`src/rtl/brd_pkg.sv`:
```
`timescale 1ns/1ps
package brd_pkg;
    localparam int REG_W      = 16;
    localparam int ADDR_W     = 16;
    localparam int SRC_HALVES = 2;
    localparam int N_SRC      = REG_W * SRC_HALVES;
    localparam int REV_W      = REG_W / 2;
    localparam int N_STRAP    = 3;
    localparam int STRAP_LSB  = 8;
    localparam int OFF_STEP   = 2;

    typedef logic [ADDR_W-1:0] addr_t;
    typedef logic [REG_W-1:0]  word_t;

    localparam addr_t OFF_STAT  = 16'h0020;
    localparam addr_t OFF_MASK  = 16'h0030;
    localparam addr_t OFF_SW    = 16'h0070;
    localparam addr_t OFF_LAMP  = 16'h10B4;
    localparam addr_t OFF_RST_A = 16'h10D0;
    localparam addr_t OFF_RST_B = 16'h10D2;
    localparam addr_t OFF_MODE  = 16'h10E0;
    localparam addr_t OFF_VER   = 16'h1100;

    function automatic addr_t slot(input addr_t base, input int idx);
        return base + addr_t'(idx * OFF_STEP);
    endfunction
endpackage

```
`src/rtl/brd_sync.sv`:
```
`timescale 1ns/1ps
module brd_sync #(
    parameter int W = 32
) (
    input  logic         clk,
    input  logic         rst_n,
    input  logic [W-1:0] async_in,
    output logic [W-1:0] sync_out
);
    typedef struct packed {
        logic [W-1:0] meta;
        logic [W-1:0] held;
        logic [1:0]   age;
    } sync_st_t;

    sync_st_t st_d, st_q;

    always_comb begin
        st_d      = st_q;
        st_d.meta = async_in;
        st_d.held = st_q.meta;
        if (st_q.age != 2'd3) begin
            st_d.age = st_q.age + 2'd1;
        end
    end

    always_ff @(posedge clk or negedge rst_n) begin
        if (!rst_n) begin
            st_q <= '0;
        end else begin
            st_q <= st_d;
        end
    end

    assign sync_out = st_q.held;

    // a status bit shows the source level from two edges earlier
    assert_sync_latency_R2: assert property (@(posedge clk) disable iff (!rst_n)
        (st_q.age >= 2'd2) |-> (sync_out == $past(async_in, 2)));
endmodule

```
`src/rtl/brd_irq_unit.sv`:
```
`timescale 1ns/1ps
module brd_irq_unit
    import brd_pkg::*;
(
    input  logic                  clk,
    input  logic                  rst_n,
    input  logic [N_SRC-1:0]      stat,
    input  logic [SRC_HALVES-1:0] mask_wr,
    input  word_t                 wdata,
    output logic [N_SRC-1:0]      mask,
    output logic                  irq_n
);
    typedef struct packed {
        logic [N_SRC-1:0] mask;
        logic             irq_n;
    } irq_st_t;

    irq_st_t st_d, st_q;

    always_comb begin
        st_d = st_q;
        for (int h = 0; h < SRC_HALVES; h++) begin
            if (mask_wr[h]) begin
                st_d.mask[h*REG_W +: REG_W] = wdata;
            end
        end
        st_d.irq_n = ~|(stat & ~st_q.mask);
    end

    always_ff @(posedge clk or negedge rst_n) begin
        if (!rst_n) begin
            st_q.mask  <= '1;
            st_q.irq_n <= 1'b1;
        end else begin
            st_q <= st_d;
        end
    end

    assign mask  = st_q.mask;
    assign irq_n = st_q.irq_n;

    // an unmasked active source pulls the line low on the next cycle
    assert_irq_assert_R4: assert property (@(posedge clk) disable iff (!rst_n)
        (|(stat & ~mask)) |=> !irq_n);
    // with no unmasked source active the line is released
    assert_irq_release_R4: assert property (@(posedge clk) disable iff (!rst_n)
        !(|(stat & ~mask)) |=> irq_n);

    for (genvar g = 0; g < SRC_HALVES; g++) begin : g_mask_chk
        // a write to a mask word is captured in full
        assert_mask_write_R3: assert property (@(posedge clk) disable iff (!rst_n)
            mask_wr[g] |=> (mask[g*REG_W +: REG_W] == $past(wdata)));
        // a mask word keeps its value when no write targets it
        assert_mask_hold_R3: assert property (@(posedge clk) disable iff (!rst_n)
            !mask_wr[g] |=> $stable(mask[g*REG_W +: REG_W]));
    end
endmodule

```
`src/rtl/brd_ctrl_regs.sv`:
```
`timescale 1ns/1ps
module brd_ctrl_regs
    import brd_pkg::*;
(
    input  logic  clk,
    input  logic  rst_n,
    input  logic  wr_rst_a,
    input  logic  wr_rst_b,
    input  logic  wr_lamp,
    input  word_t wdata,
    output word_t rst_a,
    output word_t rst_b,
    output logic  lamp
);
    typedef struct packed {
        word_t rst_a;
        word_t rst_b;
        logic  lamp;
    } ctl_st_t;

    ctl_st_t st_d, st_q;

    always_comb begin
        st_d = st_q;
        if (wr_rst_a) st_d.rst_a = wdata;
        if (wr_rst_b) st_d.rst_b = wdata;
        if (wr_lamp)  st_d.lamp  = wdata[0];
    end

    always_ff @(posedge clk or negedge rst_n) begin
        if (!rst_n) begin
            st_q <= '0;
        end else begin
            st_q <= st_d;
        end
    end

    assign rst_a = st_q.rst_a;
    assign rst_b = st_q.rst_b;
    assign lamp  = st_q.lamp;

    // the backlight bit takes bit 0 of the written word
    assert_lamp_write_R7: assert property (@(posedge clk) disable iff (!rst_n)
        wr_lamp |=> (lamp == $past(wdata[0])));
    // reset words change only when written
    assert_rst_a_hold_R5: assert property (@(posedge clk) disable iff (!rst_n)
        !wr_rst_a |=> $stable(rst_a));
    assert_rst_b_hold_R5: assert property (@(posedge clk) disable iff (!rst_n)
        !wr_rst_b |=> $stable(rst_b));
endmodule

```
`src/rtl/board_ctrl_regs.sv`:
```
`timescale 1ns/1ps
module board_ctrl_regs
    import brd_pkg::*;
#(
    parameter int N_SW_BANKS = 4,
    localparam int SW_W      = N_SW_BANKS * REG_W
) (
    input  logic               clk,
    input  logic               rst_n,
    input  logic [ADDR_W-1:0]  bus_addr,
    input  logic [REG_W-1:0]   bus_wdata,
    input  logic               bus_wr,
    input  logic               bus_rd,
    output logic [REG_W-1:0]   bus_rdata,
    input  logic [N_SRC-1:0]   src_lvl,
    input  logic [REV_W-1:0]   cpu_rev,
    input  logic [REV_W-1:0]   base_rev,
    input  logic [SW_W-1:0]    sw_level,
    input  logic [N_STRAP-1:0] clk_mode_strap,
    output logic               irq_n,
    output logic [REG_W-1:0]   dev_rst_a,
    output logic [REG_W-1:0]   dev_rst_b,
    output logic               backlight_on
);
    logic [N_SRC-1:0]      stat;
    logic [N_SRC-1:0]      mask;
    logic [SRC_HALVES-1:0] mask_wr;
    logic                  wr_rst_a, wr_rst_b, wr_lamp;
    word_t                 rd_val;
    logic                  rd_hit;

    typedef struct packed {
        word_t rdata;
    } top_st_t;

    top_st_t st_d, st_q;

    brd_sync #(.W(N_SRC)) u_sync (
        .clk      (clk),
        .rst_n    (rst_n),
        .async_in (src_lvl),
        .sync_out (stat)
    );

    brd_irq_unit u_irq (
        .clk     (clk),
        .rst_n   (rst_n),
        .stat    (stat),
        .mask_wr (mask_wr),
        .wdata   (bus_wdata),
        .mask    (mask),
        .irq_n   (irq_n)
    );

    brd_ctrl_regs u_ctl (
        .clk      (clk),
        .rst_n    (rst_n),
        .wr_rst_a (wr_rst_a),
        .wr_rst_b (wr_rst_b),
        .wr_lamp  (wr_lamp),
        .wdata    (bus_wdata),
        .rst_a    (dev_rst_a),
        .rst_b    (dev_rst_b),
        .lamp     (backlight_on)
    );

    // Write decode: only the mask, reset and backlight words accept data
    always_comb begin
        for (int h = 0; h < SRC_HALVES; h++) begin
            mask_wr[h] = bus_wr && (bus_addr == slot(OFF_MASK, h));
        end
        wr_rst_a = bus_wr && (bus_addr == OFF_RST_A);
        wr_rst_b = bus_wr && (bus_addr == OFF_RST_B);
        wr_lamp  = bus_wr && (bus_addr == OFF_LAMP);
    end

    // Read decode: every word at its fixed offset, anything else is zero
    always_comb begin
        rd_val = '0;
        rd_hit = 1'b0;
        for (int h = 0; h < SRC_HALVES; h++) begin
            if (bus_addr == slot(OFF_STAT, h)) begin
                rd_val = stat[h*REG_W +: REG_W];
                rd_hit = 1'b1;
            end
            if (bus_addr == slot(OFF_MASK, h)) begin
                rd_val = mask[h*REG_W +: REG_W];
                rd_hit = 1'b1;
            end
        end
        for (int b = 0; b < N_SW_BANKS; b++) begin
            if (bus_addr == slot(OFF_SW, b)) begin
                rd_val = sw_level[b*REG_W +: REG_W];
                rd_hit = 1'b1;
            end
        end
        if (bus_addr == OFF_LAMP) begin
            rd_val[0] = backlight_on;
            rd_hit    = 1'b1;
        end
        if (bus_addr == OFF_RST_A) begin
            rd_val = dev_rst_a;
            rd_hit = 1'b1;
        end
        if (bus_addr == OFF_RST_B) begin
            rd_val = dev_rst_b;
            rd_hit = 1'b1;
        end
        if (bus_addr == OFF_MODE) begin
            rd_val[STRAP_LSB +: N_STRAP] = clk_mode_strap;
            rd_hit = 1'b1;
        end
        if (bus_addr == OFF_VER) begin
            rd_val = {cpu_rev, base_rev};
            rd_hit = 1'b1;
        end
    end

    always_comb begin
        st_d = st_q;
        if (bus_rd) begin
            st_d.rdata = rd_val;
        end
    end

    always_ff @(posedge clk or negedge rst_n) begin
        if (!rst_n) begin
            st_q <= '0;
        end else begin
            st_q <= st_d;
        end
    end

    assign bus_rdata = st_q.rdata;

    // revision word packs both codes, CPU board on top
    assert_version_read_R6: assert property (@(posedge clk) disable iff (!rst_n)
        (bus_rd && bus_addr == OFF_VER) |=> (bus_rdata == {$past(cpu_rev), $past(base_rev)}));
    // strap pins land in their field and nothing else is set
    assert_strap_read_R8: assert property (@(posedge clk) disable iff (!rst_n)
        (bus_rd && bus_addr == OFF_MODE) |=>
        ((bus_rdata[STRAP_LSB +: N_STRAP] == $past(clk_mode_strap)) &&
         ($countones(bus_rdata) == $countones($past(clk_mode_strap)))));
    // reads of unmapped or odd addresses return zero
    assert_unmapped_zero_R10: assert property (@(posedge clk) disable iff (!rst_n)
        (bus_rd && !rd_hit) |=> (bus_rdata == '0));
    // read data holds between read strobes
    assert_rdata_hold_R11: assert property (@(posedge clk) disable iff (!rst_n)
        !bus_rd |=> $stable(bus_rdata));
endmodule

```
`config.mk`:
```
export PLATFORM = sky130hd
export DESIGN_NAME = board_ctrl_regs
export DESIGN_NICKNAME = d
export VERILOG_FILES = /design/src/rtl/brd_pkg.sv /design/src/rtl/brd_sync.sv /design/src/rtl/brd_irq_unit.sv /design/src/rtl/brd_ctrl_regs.sv /design/src/rtl/board_ctrl_regs.sv
export SDC_FILE = /design/constraint.sdc
export NUM_CORES = 1
export LEC_CHECK = 0
export ABC_AREA = 1
export CAP_MARGIN = 0
export CORE_UTILIZATION = 48
export CTS_CLUSTER_SIZE = 12
export DETAILED_ROUTE_END_ITERATION = 12
export PLACE_DENSITY = 0.79
export SYNTH_ARGS = -nofsm -noshare
export SYNTH_HDL_FRONTEND = slang
export SYNTH_SLANG_ARGS = --single-unit
export TNS_END_PERCENT = 30
```
`constraint.sdc`:
```
create_clock -name clk -period 1.92 [get_ports clk]
set_clock_uncertainty 0.15 [all_clocks]
set_input_delay 0.384 -clock clk [delete_from_list [all_inputs] [get_ports clk]]
set_output_delay 0.384 -clock clk [all_outputs]
set_load 0.01 [all_outputs]
```
; ---- Word-level counts from Yosys, hierarchy flattened
; Index checks and enable logic that the tools add are counted.
; W data, S select, Z words.
[totals]
ff_bits = 146
inputBits = 151
wordCells = 44
[classes]
eq_ne = 13
mux = 13
n_bitwise = 2
reduce_logical = 7
[op_table]
columns = cell, n
row1 = $mux W16, 11
row2 = $eq A16 B13 Y1 const B, 5
row3 = $eq A16 B6 Y1 const B, 4
row4 = $eq A16 B7 Y1 const B, 4
row5 = $and A32 B32 Y32, 1
row6 = $not A32 Y32, 1
row7 = $reduce_or A32 Y1, 1
row8 = $logic_and A1 B1 Y1, 5
row9 = $mux W3, 1
row10 = $logic_not A1 Y1, 1
row11 = $mux W1, 1

; ---- Longest topological paths before layout
; Gate-level depths: netlist (run 1).
[logic_depth]
ltp_word = 14
depth_mapped = 13
depth_no_buf = 12

; ---- By module
; Synthesis (run 1) repeated with hierarchy kept, for this count alone.
[unflattened]
cells_unflattened = 847
hier_area_um2 = 6822.8
[by_module_without_submodules]
columns = module, n_inst, cells_each, area_each_um2, seq_area_each_um2
row1 = board_ctrl_regs, 1, 444, 2391.0, 400.4
row2 = brd_sync, 1, 64, 1601.5, 1601.5
row3 = brd_irq_unit, 1, 198, 1544.0, 867.1
row4 = brd_ctrl_regs, 1, 141, 1286.2, 825.8

; ---- Least setup slack after synthesis (run 1)
; Ideal clock, no wire load.
[synth_timing]
path_kind = input -> register
from = in bus_addr[15]
to = reg u_ctl.st_q (netlist bit u_ctl.rst_a[10])
setup_ns = 0.119
arrival_time_ns = 1.497
setup_slack_ns = 0.154
cell_stages = 9
n_path_buf = 1
path_cell_list = nor2_1 -> nand3b_1 -> nor2_1 -> inv_2 -> nor3_4 -> nand2_4 -> buf_2 -> nand2_1 -> o21ai_2
[synth_between]
elab_chain_len = 2
[synth_rtl]
columns = item, line
row1 = "start, declared", board_ctrl_regs.sv:10  ; input logic [ADDR_W-1:0] bus_addr,
row2 = $eq A16 B13 Y1, board_ctrl_regs.sv:72  ; wr_rst_a = bus_wr && (bus_addr == OFF_RST_A);
row3 = $logic_and A1 B1 Y1, board_ctrl_regs.sv:72
row4 = "end signal, assigned", brd_ctrl_regs.sv:34  ; st_q <= st_d;
row5 = "end, declared", brd_ctrl_regs.sv:21  ; ctl_st_t st_d, st_q;
; Every way passes these cells.
; A chain may end at the register's enable or synchronous reset.

; ---- Worst setup path in the final report (run 1)
[layout_timing]
from = in bus_addr[2]
to = reg st_q (netlist bit bus_rdata[15])
[layout_between]
elab_chain_len = 12
[layout_rtl]
columns = item, line
row1 = $eq A16 B6 Y1, board_ctrl_regs.sv:82  ; if (bus_addr == slot(OFF_STAT, h)) begin
row2 = $mux W16, board_ctrl_regs.sv:82
row3 = $mux W16, board_ctrl_regs.sv:86  ; if (bus_addr == slot(OFF_MASK, h)) begin
row4 = $mux W16, board_ctrl_regs.sv:82
row5 = $mux W16, board_ctrl_regs.sv:86
row6 = $mux W16 (4 in a row), board_ctrl_regs.sv:92  ; if (bus_addr == slot(OFF_SW, b)) begin
row7 = $mux W16, board_ctrl_regs.sv:101  ; if (bus_addr == OFF_RST_A) begin
row8 = $mux W16, board_ctrl_regs.sv:105  ; if (bus_addr == OFF_RST_B) begin
row9 = $mux W16 *, board_ctrl_regs.sv:113  ; if (bus_addr == OFF_VER) begin
row10 = "end signal, assigned", board_ctrl_regs.sv:130  ; st_q <= st_d;
row11 = "end, declared", board_ctrl_regs.sv:36  ; top_st_t st_d, st_q;
; Every way passes the cells marked *; elsewhere a longest branch is shown, timed or not.

==> results of run 1 <==
[metal layers]
| metal | GRT usage [%] | part of all wire, % | vias to the layer above | routed length (µm) |
|---|---|---|---|---|
| met5 | 0 | 0 | - | 0 |
| met4 | 16.7 | 4.9 | 0 | 1130 |
| met3 | 7.50 | 9.7 | 96 | 2270 |
| met2 | 53.7 | 49 | 485 | 11300 |
| met1 | 39.5 | 37 | 3204 | 8600 |
| li1 | - | - | 3086 | - |
[cell type report]
cell class / instances / area share [%]
inverter: 108 / 3.96
timing repair buffer: 276 / 28.0
tap: 176 / 2.12
multi-input combinational: 497 / 24.7
clock buffer: 18 / 4.22
sequential: 146 / 35.5
clock inverter: 14 / 1.48
[state kept, by name, summed over array words and instances, names as in the netlist]
signal           flops
u_ctl.rst_b         16
u_irq.irq_n          1
u_irq.mask          32
u_sync.st_d         32
u_ctl.rst_a         16
u_sync.sync_out     32
bus_rdata           16
u_ctl.lamp           1
[worst max path at each step]
stage	from	to	slack, ps	cells after the start
after CTS	u_ctl.rst_b[12]	dev_rst_b[12]	0.3	1
after global placement	bus_addr[5]	bus_rdata[10]	-710	13
after global routing	bus_addr[11]	bus_rdata[4]	-140	14
after detailed placement	bus_addr[8]	bus_rdata[15]	-710	11
after floorplan	bus_addr[15]	u_ctl.rst_a[10]	150	9
final	bus_addr[2]	bus_rdata[15]	-40	14
[cells in the mapped netlist (3+ instances only)]
| cell | number |
|---|---|
| clkbuf_1 | 11 |
| inv_1 | 105 |
| nor3_1 | 5 |
| buf_2 | 16 |
| o21ai_2 | 10 |
| nor4_1 | 3 |
| o22ai_1 | 7 |
| o21ai_0 | 59 |
| nand2_2 | 3 |
| dfstp_2 | 33 |
| nor2_4 | 3 |
| nor2_1 | 58 |
| buf_4 | 3 |
| nand2_1 | 161 |
| o21ai_1 | 17 |
| or2_2 | 11 |
| nand4_1 | 35 |
| buf_6 | 6 |
| nand3_1 | 97 |
| inv_2 | 3 |
| a21oi_1 | 13 |
| nor2_2 | 4 |
| dfrtp_1 | 113 |
[power groups by stage]
stage                     Clock, W  Sequential, W  Combinational [W]
final                      0.00331        0.00321           0.000657
after global routing       0.00349        0.00322           0.000706
after CTS                  0.00335        0.00321           0.000640
after detailed placement         0        0.00326           0.000628
after global placement           0        0.00326           0.000623
after floorplan                  0        0.00326           0.000122
[placed cells by master, fill, tap and decap left out, types with 2 or more instances in the layout]
cell type          n
clkinv_2           2
nor2_1            42
or2_2             11
clkinv_4           2
nor3_1             4
bufinv_16          2
nor3_4             2
nand2_4            4
nand2_8            2
dfstp_2           33
nor2_2            15
dlymetal6s2s_1    16
nor4_1             3
buf_4             41
a21oi_1            9
nand3_2            2
o21ai_1           24
o21ai_0           51
nand2_2            5
clkdlybuf4s50_1  160
inv_2              3
buf_12            17
clkbuf_2           2
a22o_1             2
clkinvlp_4         6
nand3_1           95
inv_1            103
inv_6              2
a21oi_2            4
nand4_1           35
buf_6             12
dfrtp_1          113
o22ai_1            7
buf_16             2
dlygate4sd2_1     20
nand2_1          155
o21ai_2           11
clkbuf_16         19
nor2_4             8
[critical path, stage by stage]
cell and delay [ps]:
dlygate4sd2_1 250, nor2_2 160, buf_6 130, nand2_8 60
buf_4 160, nor2_2 100, nand4_1 150, buf_6 180
clkbuf_16 160, o21ai_1 120, inv_1 60, nand4_1 90
nand2_1 70, inv_1 70
[logic make-up after synthesis]
kind of cell / after synthesis / share of synthesized area [%]
buffers and inverters: 144 / 9.17
AOI/OAI and AO/OA: 111 / 9.21
and+or+nand+nor: 386 / 26.7
DFF: 146 / 54.9
[timing repair]
action | in CTS | in global routing
buffers inserted | 15 | 4
setup endpoints to repair | 71 | 53
hold endpoints to repair | 26 | 0
hold buffers | 1 | 0
resized for setup | 50 | 59
gates cloned | 3 | 2
pin swaps | 24 | 25
[through the flow]
stage	power (W)	hold slack [ps]	setup TNS, ps	utilization [%]
2_1_floorplan	0.00338	-61.6	0	-
3_3_place_gp	0.00388	127	-38480	69.3
3_5_place_dp	0.00389	127	-41910	69.3
4_1_cts	0.00720	196	0	75.8
5_1_grt	0.00741	202	-1800	77.3
6_report	0.00718	190	-94.5	77.3
==> metrics.md, run 1 <==
| Metric | Value |
|---|---|
| CTS max path bufs | 2 |
| Worst-margin pin slew | 434 ps |
| Final Max Tran Viols | 0 |
| Die W | 120 µm |
| R2r worst-path depth | 6 |
| Syn nets | 938 |
| Int Pwr | approximately 0.0055 W |
| RePlAce Congestion | 0.929 |
| Synthesized area per cell | between 8 and 9 µm² |
| Post-synth EDFFs | 0 |
| Num rows | 42 |
| Synthesized instance count | 787 |
| Synth Flop Type | dfrtp_1 |
| FF+latch area | ~0.0037 mm² |
| Cts bufs inserted | 17 |
| Syn. warnings | 0 |
| Synth area leader | dfrtp_1 |
| TritonCTS clock tree | built |
| RSZ-0062 raised after global routing | true |
| Async SR Flop Fraction | 100% |
| Multi-input logic area | ~0.0026 mm² |
| Post-synthesis sequential area ratio | 54.9% |
| Fmax | 511 MHz |
| Die Ht | 120 µm |
| Max VDD drop | 0.662 mV |
| Worst-path clk slew | 60 ps |
| WP data arrival | 2160 ps |
| Final Instance Area | 0.0104 mm² |
| Synth Register Bits | 146 |
| 1st-iter DRT viols | roughly 930 |
| Vias in the first global route | 6699 |
| Via/cell ratio | 5.56 |
| Worst reg-to-reg setup slack | 210 ps |
| Ports | 201 |
| CP startpoint kind | input port |
| Switching power | 0.00167 W |
| Clock Latency Late Sink | approximately 420 ps |
| Switching Fraction | 23.3% |
| Hold Crit Endpoint | u_sync.sync_out[1] |
| Remaining Overflow, GRT | 0 |
| Fillers | between 800 and 900 |
| H-Tree Depth | 4 |
| Hold Crit Depth | 0 |
| Sequential share of power | 44.8% |
| Post-synth cell types | 31 |
| HPWL Detailed | 15600 µm |
| Status | complete, but fails checks |
| Placed instance count | 1179 |
| Required time of the critical path | 2120 ps |
| Final setup vio count | 4 |
| Total track usage | 32.4% |
| DR vias | 6871 |
| PortBufs | 200 |
| Logic pwr share | 9.2% |
| DRC violations left | 0 |
| Initial antenna violation count | 0 |
| Clk pwr share | 46.1% |
| Global-route wire length before repair | 35000 µm |
| Worst min-delay path startpoint | u_sync.st_d[3] |
| Count of final hold-check violations | 0 |
| Worst hold path type | flop to flop |
| Area after DPL | 0.00933 mm² |
| Ratio of cells with drive above 1 in the final layout | 20.2% |
| Failing checks | negative setup slack |
| Reg2reg start | u_irq.mask[28] |
| Leakage | around 5 nW |
| Relative slew slack | 70.3% |
| Synth Cell Area | 0.00673 mm² |
| Post-synth top area share | 42.0% |
| Max Cap Viol | 0 |
| Number of nets in the layout | 1197 |
| R2R Path End | u_irq.irq_n |
| Power Dens Cells | 690 mW/mm² |
| Crit end category | flop |
| Pre-CTS setup slack | -713 ps |
| Largest net degree at the start of global routing | 53 |
| 1st-pass router iterations | 8 |
| Root Driver | clkbuf_16 |
| Mean routed wirelength per cell | 18.9 µm |
| Post-Layout Cell Count | 1235 |
| Starting Density | 50.0% |
| N_diodes | 0 |
| Routed wire length | ~23000 µm |
| CP max FO | 10 |
| Largest cells by area after synthesis | dfrtp_1, dfstp_2, nand2_1 |
| Syn-to-layout area delta | 54.6% |
| Minimum clock period | 1960 ps |
| Die area | 0.0145 mm² |
| Setup ws final | -38.1 ps |
| Clock sinks | 146 |
| Core Area | about 0.013 mm² |
| Final period util | 102% |
| Crit path kind | input port to flop |
| Routed Antenna Nets | 0 |
(Power assumes the default switching activity.)
==> inputs of run 2 (changes only) <==
--- a/config.mk
+++ b/config.mk
@@ -11,6 +11,7 @@
 export CTS_CLUSTER_SIZE = 12
 export DETAILED_ROUTE_END_ITERATION = 12
 export PLACE_DENSITY = 0.79
+export REMOVE_ABC_BUFFERS = 1
 export SYNTH_ARGS = -nofsm -noshare
 export SYNTH_HDL_FRONTEND = slang
 export SYNTH_SLANG_ARGS = --single-unit
==> metrics.md, run 2 (same netlist as run 1, synthesis figures left out) <==
| Metric | Value |
|---|---|
| PortBufs | 200 |
| Routed wire length | approximately 21000 µm |
| Required time of the critical path | 1390 ps |
| DRC violations left | 0 |
| N_diodes | 0 |
| CP Buf/Inv Count | 1 |
| Num rows | 42 |
| Max VDD drop | about 0.74 mV |
| Worst hold path type | flop to flop |
| Routed Antenna Nets | 0 |
| WP data arrival | 1350 ps |
| Max Cap Viol | 0 |
| Final Util | 76.3% |
| Setup ws final | approximately 35 ps |
| Ratio of cells with drive above 1 in the final layout | about a fifth |
| Vias in the first global route | 6496 |
| Worst-path clk slew | 60 ps |
| 1st-pass router iterations | 5 |
| RePlAce Congestion | roughly 0.95 |
| Cts bufs inserted | 17 |
| R2r worst-path depth | 6 |
| Die Ht | 120 µm |
| Crit path kind | flop to output pin |
| Stages on the worst setup path | 1 |
| Final Max Tran Viols | 0 |
| Largest net degree at the start of global routing | 42 |
| Clock Latency Late Sink | 420 ps |
| Crit-path leading delay family | buffers and inverters |
| Hold Crit Depth | 0 |
| CTS max path bufs | 2 |
| Clock sinks | 146 |
| Most frequent cells in the layout | clkdlybuf4s50_1, nand2_1, dfrtp_1 |
| Total track usage | 30.1% |
| Fmax | 531 MHz |
| Final period util | a little over nine tenths |
| DR vias | 6634 |
| Initial antenna violation count | 0 |
| Syn-to-layout area delta | 52.5% |
| Ports | 201 |
| Count of final hold-check violations | 0 |
| Relative slew slack | between 60% and 70% |
| Die W | 120 µm |
| Slowest CP cell | clkdlybuf4s50_1 |
| CP max FO | 3 |
| Critical path cell sequence | clkdlybuf4s50_1 |
| Crit path largest cell delay | 560 ps |
| Via/cell ratio | 5.44 |
| Final setup vio count | 0 |
| TritonCTS clock tree | built |
| Remaining Overflow, GRT | 0 |
| Starting Density | 50.0% |
| 1st-iter DRT viols | 766 |
| Power Dens Cells | ~700 mW/mm² |
| HPWL Detailed | 15100 µm |
| Minimum clock period | ~1900 ps |
| CP startpoint kind | flop |
| Leakage | 4.86 nW |
| RSZ-0062 raised after global routing | false |
| Pre-CTS setup slack | -571 ps |
| Core Area | 0.0135 mm² |
| Number of nets in the layout | 1182 |
| Root Driver | clkbuf_16 |
| Die area | around 0.014 mm² |
| Global-route wire length before repair | 32900 µm |
| Worst-margin pin slew | roughly 530 ps |
| Most common cell after layout, fill and taps aside | clkdlybuf4s50_1 |
| H-Tree Depth | 4 |
| Mean routed wirelength per cell | 17.2 µm |
| Crit end category | output pin |
| Status | finished clean |
[run 2: cell count changes in the layout (fill, tap and decap cells not counted), sizes merged, moves of 3 or more]
cell           delta
buf              -15
clkinv            -4
dlygate4sd2       -4
clkbuf            +3
clkdlybuf4s15     +3
[run 2: power breakdown]
group / switching [W] / internal (W) / total (W) / leakage [nW]
Clock: 0.00127 / 0.00226 / 0.00353 / 0.297
Combinational: 0.000256 / 0.000374 / 0.000630 / 2.81
Sequential: 0.0000411 / 0.00317 / 0.00321 / 1.75
Total: 0.00157 / 0.00580 / 0.00737 / 4.86
[run 2: timing repair]
| item | CTS | global route |
|---|---|---|
| hold buffers | 1 | 0 |
| endpoints found under the setup margin | 79 | 67 |
| buffers inserted | 3 | 0 |
| hold endpoints to repair | 9 | 0 |
| resized for setup | 48 | 45 |
| pin swaps | 16 | 14 |
| cloned | 3 | 0 |
[run 2: per-layer routing]
layer  track usage [%]  up-vias  part of all wire (%)
li1                  -     3050                     -
met1              37.8     3098                    38
met2              48.5      404                    49
met3              5.90       82                   8.2
met4              17.7        0                   5.1
met5                 0        -                     0
[run 2: area by class of cell]
class / count / area [µm²]
Inverter: 108 / 405
Clock inverter: 11 / 176
Multi-Input combinational cell: 497 / 2550
Sequential cell: 146 / 3690
Clock buffer: 21 / 460
Timing Repair Buffer: 261 / 2760
Fill cell: 948 / 3190
Tap cell: 176 / 220
[run 2: worst paths after layout]
check                           slack [ps]             from             endpoint
worst max register to register         170   u_irq.mask[30]          u_irq.irq_n
max in group asynchronous              710            rst_n       u_irq.mask[13]
worst min register to register         190  u_sync.st_d[22]  u_sync.sync_out[20]
min in group asynchronous              300            rst_n       u_sync.st_d[4]
worst min-delay path                   190  u_sync.st_d[22]  u_sync.sync_out[20]
worst max-delay path                    40  u_ctl.rst_b[14]        dev_rst_b[14]
[run 2: per-stage QoR]
stage / power [W] / hold WS, ps / setup TNS, ps / instances / cell area (µm²)
after CTS: 0.00740 / 192 / -50.2 / 1220 / 10200
after detailed placement: 0.00388 / 170 / -37310 / 1181 / 9350
final: 0.00737 / 192 / 0 / 1220 / 10300
after floorplan: 0.00337 / -61.6 / -134870 / 751 / 6520
after global placement: 0.00387 / 172 / -34520 / 1181 / 9350
after global routing: 0.00764 / 198 / 0 / 1220 / 10300
==> inputs of run 3 (changes only) <==
--- a/config.mk
+++ b/config.mk
@@ -6,7 +6,7 @@
 export NUM_CORES = 1
 export LEC_CHECK = 0
 export ABC_AREA = 1
-export CAP_MARGIN = 0
+export CAP_MARGIN = 10
 export CORE_UTILIZATION = 48
 export CTS_CLUSTER_SIZE = 12
 export DETAILED_ROUTE_END_ITERATION = 12
==> results of run 3 <==
No change in the layout: final DEF, timing and power equal those of run 2.
